$ cat src/rtl/rstseq_pkg.sv
package rstseq_pkg;

  typedef enum logic [2:0] {
    PH_0    = 3'd0,
    PH_1    = 3'd1,
    PH_2    = 3'd2,
    PH_3    = 3'd3,
    PH_BIST = 3'd4,
    PH_REL  = 3'd5,
    PH_RUN  = 3'd6
  } phase_e;

  // Encoding order is the request rank: larger value wins.
  typedef enum logic [1:0] {
    K_FSHORT = 2'd0,
    K_FLONG  = 2'd1,
    K_EXT    = 2'd2,
    K_DESTR  = 2'd3
  } kind_e;

  typedef struct packed {
    logic   cntRestart;
    phase_e cntSel;
  } dpStrobe_t;

  function automatic int unsigned maxOf(int unsigned a, int unsigned b);
    return (a > b) ? a : b;
  endfunction

endpackage

$ cat src/rtl/rstseq_dp.sv
module rstseq_dp
  import rstseq_pkg::*;
#(
  parameter int unsigned PH0_CYC  = 4,
  parameter int unsigned PH1_CYC  = 6,
  parameter int unsigned PH2_CYC  = 8,
  parameter int unsigned PH3_CYC  = 3,
  parameter int unsigned BIST_TO  = 20,
  parameter int unsigned FILT_CYC = 3
) (
  input  logic       clk,
  input  logic       rstN,
  input  dpStrobe_t  strobe,
  input  logic       pinIn,
  output logic       cntExpired,
  output logic       pinHigh
);

  localparam int unsigned MAX_LEN =
    maxOf(maxOf(maxOf(PH0_CYC, PH1_CYC), maxOf(PH2_CYC, PH3_CYC)), BIST_TO);
  localparam int unsigned CNT_W = $clog2(MAX_LEN + 1);

  logic [CNT_W-1:0] cnt;
  logic [CNT_W-1:0] limit;

  always_comb begin
    case (strobe.cntSel)
      PH_0:    limit = CNT_W'(PH0_CYC);
      PH_1:    limit = CNT_W'(PH1_CYC);
      PH_2:    limit = CNT_W'(PH2_CYC);
      PH_3:    limit = CNT_W'(PH3_CYC);
      PH_BIST: limit = CNT_W'(BIST_TO);
      default: limit = '0;
    endcase
  end

  assign cntExpired = (cnt == limit - CNT_W'(1));

  always_ff @(posedge clk or negedge rstN) begin
    if (!rstN)                 cnt <= '0;
    else if (strobe.cntRestart) cnt <= '0;
    else                       cnt <= cnt + CNT_W'(1);
  end

  logic sync1, sync2;
  always_ff @(posedge clk or negedge rstN) begin
    if (!rstN) begin
      sync1 <= 1'b0;
      sync2 <= 1'b0;
    end else begin
      sync1 <= pinIn;
      sync2 <= sync1;
    end
  end

  generate
    if (FILT_CYC == 0) begin : g_noFilt
      assign pinHigh = sync2;
    end else begin : g_filt
      localparam int unsigned FW = $clog2(FILT_CYC + 1);
      logic [FW-1:0] stable;
      logic          level;
      always_ff @(posedge clk or negedge rstN) begin
        if (!rstN) begin
          stable <= '0;
          level  <= 1'b0;
        end else if (sync2 == level) begin
          stable <= '0;
        end else if (stable == FW'(FILT_CYC - 1)) begin
          stable <= '0;
          level  <= sync2;
        end else begin
          stable <= stable + FW'(1);
        end
      end
      assign pinHigh = level;
    end
  endgenerate

endmodule

$ cat src/rtl/rstseq_ctrl.sv
module rstseq_ctrl
  import rstseq_pkg::*;
(
  input  logic      clk,
  input  logic      rstN,
  input  logic      trigDestr,
  input  logic      trigExt,
  input  logic      trigFuncLong,
  input  logic      trigFuncShort,
  input  logic      bistEn,
  input  logic      bistDone,
  input  logic      cntExpired,
  input  logic      pinHigh,
  output dpStrobe_t strobe,
  output phase_e    phase,
  output logic      pinDriveLow,
  output logic      bistStart,
  output logic      runMode,
  output logic      bistErr
);

  phase_e state, nextState;
  kind_e  kind, reqKind;
  logic   withBist, fresh, anyReq, newSeq, errSet;

  always_comb begin
    anyReq = trigDestr | trigExt | trigFuncLong | trigFuncShort;
    if (trigDestr)         reqKind = K_DESTR;
    else if (trigExt)      reqKind = K_EXT;
    else if (trigFuncLong) reqKind = K_FLONG;
    else                   reqKind = K_FSHORT;
    newSeq = anyReq && ((state == PH_RUN) || (reqKind > kind));
  end

  always_comb begin
    nextState = state;
    errSet    = 1'b0;
    case (state)
      PH_0:    if (cntExpired) nextState = (kind == K_FSHORT) ? PH_3 : PH_1;
      PH_1:    if (cntExpired) nextState = (kind == K_FLONG) ? PH_3 : PH_2;
      PH_2:    if (cntExpired) nextState = withBist ? PH_BIST : PH_3;
      PH_BIST: begin
        if (bistDone || cntExpired) nextState = PH_3;
        errSet = cntExpired && !bistDone;
      end
      PH_3:    if (cntExpired) nextState = PH_REL;
      PH_REL:  if (pinHigh) nextState = PH_RUN;
      default: nextState = state;
    endcase
    if (newSeq) nextState = PH_0;
  end

  always_comb begin
    strobe.cntRestart = newSeq || (nextState != state);
    strobe.cntSel     = state;
  end

  always_ff @(posedge clk or negedge rstN) begin
    if (!rstN) begin
      state    <= PH_0;
      kind     <= K_DESTR;
      withBist <= 1'b0;
      fresh    <= 1'b1;
      bistErr  <= 1'b0;
    end else begin
      state <= nextState;
      fresh <= strobe.cntRestart;
      if (newSeq) begin
        kind     <= reqKind;
        withBist <= bistEn && ((reqKind == K_DESTR) || (reqKind == K_EXT));
        bistErr  <= 1'b0;
      end else if (errSet) begin
        bistErr  <= 1'b1;
      end
    end
  end

  assign phase       = state;
  assign runMode     = (state == PH_RUN);
  assign bistStart   = (state == PH_BIST) && fresh;
  assign pinDriveLow = (kind != K_FSHORT) && (state != PH_REL) && (state != PH_RUN);

endmodule

$ cat src/rtl/reset_sequencer.sv
module reset_sequencer
  import rstseq_pkg::*;
#(
  parameter int unsigned PH0_CYC  = 4,
  parameter int unsigned PH1_CYC  = 6,
  parameter int unsigned PH2_CYC  = 8,
  parameter int unsigned PH3_CYC  = 3,
  parameter int unsigned BIST_TO  = 20,
  parameter int unsigned FILT_CYC = 3
) (
  input  logic       clk,
  input  logic       rstN,
  input  logic       trigDestr,
  input  logic       trigExt,
  input  logic       trigFuncLong,
  input  logic       trigFuncShort,
  input  logic       bistEn,
  input  logic       bistDone,
  input  logic       pinIn,
  output logic       pinDriveLow,
  output logic [2:0] phase,
  output logic       bistStart,
  output logic       runMode,
  output logic       bistErr
);

  dpStrobe_t strobe;
  phase_e    phaseInt;
  logic      cntExpired, pinHigh;

  rstseq_ctrl ctrl_i (
    .clk(clk), .rstN(rstN),
    .trigDestr(trigDestr), .trigExt(trigExt),
    .trigFuncLong(trigFuncLong), .trigFuncShort(trigFuncShort),
    .bistEn(bistEn), .bistDone(bistDone),
    .cntExpired(cntExpired), .pinHigh(pinHigh),
    .strobe(strobe), .phase(phaseInt),
    .pinDriveLow(pinDriveLow), .bistStart(bistStart),
    .runMode(runMode), .bistErr(bistErr)
  );

  rstseq_dp #(
    .PH0_CYC(PH0_CYC), .PH1_CYC(PH1_CYC), .PH2_CYC(PH2_CYC),
    .PH3_CYC(PH3_CYC), .BIST_TO(BIST_TO), .FILT_CYC(FILT_CYC)
  ) dp_i (
    .clk(clk), .rstN(rstN), .strobe(strobe), .pinIn(pinIn),
    .cntExpired(cntExpired), .pinHigh(pinHigh)
  );

  assign phase = phaseInt;

endmodule

$ cat config.mk
export PLATFORM = sky130hd
export DESIGN_NAME = reset_sequencer
export DESIGN_NICKNAME = d
export VERILOG_FILES = /design/src/rtl/rstseq_pkg.sv /design/src/rtl/rstseq_dp.sv /design/src/rtl/rstseq_ctrl.sv /design/src/rtl/reset_sequencer.sv
export SDC_FILE = /design/constraint.sdc
export NUM_CORES = 1
export LEC_CHECK = 0
export BUFFER_PORTS_ARGS = -buffer_cell sky130_fd_sc_hd__buf_2
export CAP_MARGIN = 25
export CORE_AREA = 2 2 54 56
export DETAILED_ROUTE_END_ITERATION = 7
export DIE_AREA = 0 0 56 58
export PLACE_DENSITY_LB_ADDON = 0.2
export SLEW_MARGIN = 25
export SYNTH_ARGS = -nofsm -noshare
export SYNTH_HDL_FRONTEND = slang
export SYNTH_SLANG_ARGS = --single-unit
$ cat constraint.sdc
create_clock -name clk -period 3.4 [get_ports clk]
set_input_delay 0.51 -clock clk [delete_from_list [all_inputs] [get_ports clk]]
set_output_delay 0.51 -clock clk [all_outputs]
set_load 0.02 [all_outputs]
==> results.toml, run 1 <==
[outcome]
status = "finished, final reports clean"

[timing]
setup_violations = 0
finalHoldViolCount = 0
rsz0062_at_grt = "no"
max_slew.worst_pin.slew_ns = 0.7506
finalCriticalPeriod_ns = 2.646
relSlewSlack_pct = 49.50
timing.fmax_mhz = 377.9
drv_slew = 0
finalClockSkew_ns = 0.003550
worst_slack_ns = 0.7535
final.setup.tns_ns = 0
finalCritPeriodShare_pct = 77.84

[logic_synthesis]
syn_avg_cell_area_um2 = 9.511
synth_mux_area_share_pct = 0.8902
yosys.area_share.simple_pct = 18.79
ys_seq_elements = 18
synth-compound-area-share_pct = 26.81
async_reset_ff_share_pct = 100.0
synth_adder_area_share_pct = 3.956
synth_cells = 133
syn_area_mm2 = 0.001265
synth_edf_count = 0
ys_seq_area_share_pct = 35.91
synthXorXnorAreaFrac_pct = 5.440
yosysUniqueCellTypes = 48
synth_warnings = 0
synth_top_family_by_area = "compound AO/OA/AOI/OAI gates"
synth_ff_type = "dfrtp_1"
synth_nets = 146

[clocking]
clock_latency_ns = 0.30
numClockSinks = 18
hold_buffers = 0
cts_buffers = 3
tritoncts = "yes"
clock-root-buffer = "clkbuf_4"
clk_pin_slew_ns = 0.11
cts_buffer_depth = 2
cts_setup_buffers = 0
post_cts_resized = 0
htree_levels = 1

[die]
rows = 19
dieHeight_um = 58
dieArea_mm2 = 0.003248
die_x_um = 56
io_pins = 16
coreArea_mm2 = 0.002663
start_util_pct = 47.51

[global_routing]
grt_pass1_vias = 984
grt_use_total_pct = 17.15
grt_antenna_before_repair = 0
grt.overflow.total = 0
grt_pass1_wl_mm = 4.422
grt_max_degree = 26

[min_path]
worstHoldPathType = "in2async"

[setup_path]
cp_top_family = "compound AO/OA/AOI/OAI gates"
regToRegSetupSlack_ns = 0.75
worst_path_max_delay_cell = "a311oi_4"
criticalPathCategory = "reg2reg"
critPathCaptureType = "flop"
reg2reg_to = "dp_i.cnt[3]"
cp_num_buf_inv = 1
cp_max_fo = 9
path_depth = 8
critical-path-max-stage-delay_ns = 0.53
r2r_cells = 8
cp.arrival_ns = 2.85
regToRegStartpoint = "ctrl_i.phase[1]"
cp.required_ns = 3.61
cp_cell_sequence = "inv_1 -> or3_1 -> ha_1 -> xnor2_2 -> a31oi_2 -> a311oi_4 -> o2111ai_4 -> a211oi_1"
startpoint = "ctrl_i.phase[1]"
start_kind = "flop"
worstSetupEndpoint = "dp_i.cnt[3]"

[layout]
nets = 161
drive_above_1_share_pct = 27.21
final_util_pct = 51.36
diodes = 0
fill_cells = 263
syn_to_final_growth_pct = 8.111
final_cell_mix = "15 x dfrtp_1, 15 x buf_2, 12 x o21ai_0"
design_area_mm2 = 0.001368

[placed_design]
gp_congestion = 0.7912
dpl-instance-area_mm2 = 0.001331
place_ws_ns = 0.7553
portBuffers = 15
hpwl_mm = 1.866

[pwr]
netSwitchingFraction_pct = 42.64
combinationalPowerShare_pct = 49.5
seqPwrFrac_pct = 36.4
power.clock.fraction_pct = 14.0
power_per_cell_area_mw_per_mm2 = 699.1
p_int_uw = 548.4
vdd_drop_max_v = 0.0004112
p_sw_uw = 407.7
power_leakage_nw = 0.6070
total_power_uw = 956.1

[routing]
drtIter0Drc = 9
firstDrtPassIters = 4
postRouteWirelength_mm = 2.534
final_antenna_net_count = 0
num_vias = 1010
wire_per_inst_um = 14.24
via_per_inst = 5.674
route.detailed.drc = 0

[flow_run]
drv_cap = 0
## registers in the layout, summed over array words and instances (netlist names), 2 cells and up
register and flops:
ctrl_i.kind 2, ctrl_i.phase 3, dp_i.cnt 5, dp_i.g_filt.stable 2
## kinds of logic after synthesis
group           Yosys count
flops                    18
compound gates           42
fa+ha+maj                 4
xor+xnor                  7
buf+inv                  17
simple gates             44
mux                       1
## power by group through the flow
stage	Clock, mW	Sequential (mW)	Combinational (mW)
CTS	0.136	0.348	0.477
global placement	0	0.350	0.459
detailed placement	0	0.352	0.475
global route	0.147	0.361	0.537
floorplan	0	0.338	0.390
finish	0.134	0.348	0.474
## area by class of cell
cell class / count / area (um2) / share of cell area [%]
clock buffer: 4 / 36.28 / 2.653
inverter: 9 / 33.78 / 2.470
multi-input combinational: 98 / 706.9 / 51.69
sequential: 18 / 454.2 / 33.21
tap: 31 / 38.79 / 2.836
timing repair buffer: 18 / 97.59 / 7.136
## how the worst min path moves through the flow
stage	end	from	depth (start not counted)
2_1_floorplan	ctrl_i.bistErr	rstN	0
3_3_place_gp	dp_i.sync2	dp_i.sync1	0
3_5_place_dp	dp_i.sync2	dp_i.sync1	0
4_1_cts	dp_i.sync1	rstN	1
5_1_grt	dp_i.sync2	rstN	1
6_report	dp_i.cnt[2]	rstN	1
## cell usage after synthesis (4+ instances only)
master / count / area (um2)
a21oi_1: 7 / 35.03
nand2_1: 10 / 37.54
xor2_1: 4 / 35.03
ha_1: 4 / 50.05
nand3_1: 4 / 20.02
buf_4: 4 / 30.03
inv_1: 9 / 33.78
nor2_1: 7 / 26.28
a211oi_1: 5 / 37.54
dfrtp_1: 15 / 375.4
o21ai_0: 12 / 60.06
## through the flow
stage,hold WS (ns),std cells
global placement,0.3326,174
global route,0.1269,178
finish,0.1138,178
detailed placement,0.3436,174
floorplan,0.2144,133
CTS,0.1304,178
## per-layer routing
metal	track usage, %	wire length, um	vias to the layer above
li1	-	-	507
met1	23.97	1182	481
met2	27.73	1246	17
met3	2.455	68	5
met4	5.442	36	0
met5	0	0	-
Note: power is estimated with default switching activity, not from simulation.
==> inputs of run 2 (changes only) <==
==> constraint.sdc (replaced) <==
create_clock -name clk -period 2.5 [get_ports clk]
set_input_delay 0.375 -clock clk [delete_from_list [all_inputs] [get_ports clk]]
set_output_delay 0.375 -clock clk [all_outputs]
set_load 0.02 [all_outputs]
==> results.toml, run 2 (synthesis results as in run 1) <==
[outcome]
status = "finished, final reports clean"

[timing]
relSlewSlack_pct = 50.68
max_slew.worst_pin.slew_ns = 0.7399
hold_slack_ns = 0.1810
setup_violations = 0
finalClockSkew_ns = 0.006232
drv_slew = 0
finalCriticalPeriod_ns = 2.412
finalCritPeriodShare_pct = 96.46
finalHoldViolCount = 0
timing.fmax_mhz = 414.7
rsz0062_at_grt = "no"

[global_routing]
use_met1_pct = 23.40
grt_pass1_vias = 1010
grt.overflow.total = 0
grt_max_degree = 19
grt_util_met2_pct = 30.92
met3_usage_pct = 2.455
grt_pass1_wl_mm = 4.629
grt_antenna_before_repair = 0
grt_use_total_pct = 18.04
grt-busiest-layer = "met2"

[clocking]
numClockSinks = 18
clock_latency_ns = 0.30
tritoncts = "yes"
cts_buffer_depth = 2
clk_pin_slew_ns = 0.11
clock-root-buffer = "clkbuf_4"
htree_levels = 1
cts_buffers = 3

[setup_path]
cp.required_ns = 2.71
reg2reg_to = "ctrl_i.phase[2]"
cp_num_buf_inv = 3
worst_path_max_delay_cell = "or3_4"
critical-path-max-stage-delay_ns = 0.40
cp_cell_sequence = "inv_1 -> or3_4 -> ha_4 -> xnor2_2 -> a31oi_2 -> a311oi_4 -> buf_6 -> buf_4 -> a211o_1 -> a311oi_2"
critPathCaptureType = "flop"
criticalPathCategory = "reg2reg"
cp.arrival_ns = 2.62
regToRegSetupSlack_ns = 0.09
regToRegStartpoint = "ctrl_i.phase[0]"
start_kind = "flop"
cp_top_family = "compound AO/OA/AOI/OAI gates"
cp_max_fo = 6
r2r_cells = 10

[pwr]
power_per_cell_area_mw_per_mm2 = 952.2
vdd_drop_max_v = 0.0006069
power_leakage_nw = 0.6405

[die]
io_pins = 16
dieHeight_um = 58
die_x_um = 56
dieArea_mm2 = 0.003248
start_util_pct = 47.51
coreArea_mm2 = 0.002663
rows = 19

[routing]
wire_per_inst_um = 14.98
route.detailed.drc = 0
final_antenna_net_count = 0
via_per_inst = 5.852
postRouteWirelength_mm = 2.742
num_vias = 1071
drtIter0Drc = 26
firstDrtPassIters = 5

[min_path]
worstHoldStart = "pinIn"
worstHoldPathType = "in2reg"
hold_depth = 1
hold_path_end = "dp_i.sync1"

[layout]
largest_register_ffs = 5
drive_above_1_share_pct = 34.21
nets = 166
final_cell_mix = "15 x dfrtp_1, 15 x buf_2, 12 x o21ai_0"
final_util_pct = 54.84
regMostFlops = "dp_i.cnt"
syn_to_final_growth_pct = 15.43
multi_input_area_um2 = 755.7
seq_area_um2 = 454.2
diodes = 0
final_cells = 183
fill_cells = 250
design_area_mm2 = 0.001460

[placed_design]
gp_congestion = 0.7805
dpl-instance-area_mm2 = 0.001396
portBuffers = 15
numPlacedInstances = 177
hpwl_mm = 1.973

[flow_run]
drv_cap = 0
[run 2: how the worst max path moves through the flow]
stage / depth (start not counted) / start / slack (ns) / endpoint
4_1_cts: 8 / ctrl_i.phase[0] / 0.09 / dp_i.cnt[1]
3_5_place_dp: 8 / ctrl_i.phase[0] / 0.13 / dp_i.cnt[1]
6_report: 10 / ctrl_i.phase[0] / 0.09 / ctrl_i.phase[2]
2_1_floorplan: 9 / ctrl_i.phase[2] / -0.08 / dp_i.cnt[0]
3_3_place_gp: 8 / ctrl_i.phase[0] / 0.17 / dp_i.cnt[0]
5_1_grt: 10 / ctrl_i.phase[0] / 0.01 / ctrl_i.phase[2]
[run 2: area by class of cell]
class	count	area share (%)
clock buffers	4	2.485
flip-flops and latches	18	31.11
well taps	31	2.656
repair buffers	23	9.683
inverters	9	2.314
multi-input cells	98	51.76
[run 2: routing by layer]
metal	share of wire (%)	wire (um)
met1	44	1219
met2	50	1379
met3	3.8	104
met4	1.4	39
met5	0	0
[run 2: through the flow]
stage / power [mW] / worst slack [ns] / TNS, ns
2_1_floorplan: 1.034 / -0.07812 / -0.4573
3_3_place_gp: 1.163 / 0.1676 / 0
3_5_place_dp: 1.187 / 0.1304 / 0
4_1_cts: 1.372 / 0.09461 / 0
5_1_grt: 1.502 / 0.01075 / 0
6_report: 1.390 / 0.08842 / 0
[run 2: what timing repair did]
item | CTS | global route
hold endpoints to repair | 5 | 0
hold buffers | 1 | 0
resized for setup | 0 | 2
endpoints found under the setup margin | 0 | 9
setup buffers | 0 | 1
[run 2: power by group]
| group | total [mW] | internal [mW] | switching (mW) | leakage, nW |
|---|---|---|---|---|
| Clock | 0.181 | 0.0888 | 0.0919 | 0.0210 |
| Sequential | 0.480 | 0.393 | 0.0871 | 0.227 |
| Combinational | 0.730 | 0.313 | 0.417 | 0.392 |
| Total | 1.39 | 0.794 | 0.596 | 0.640 |
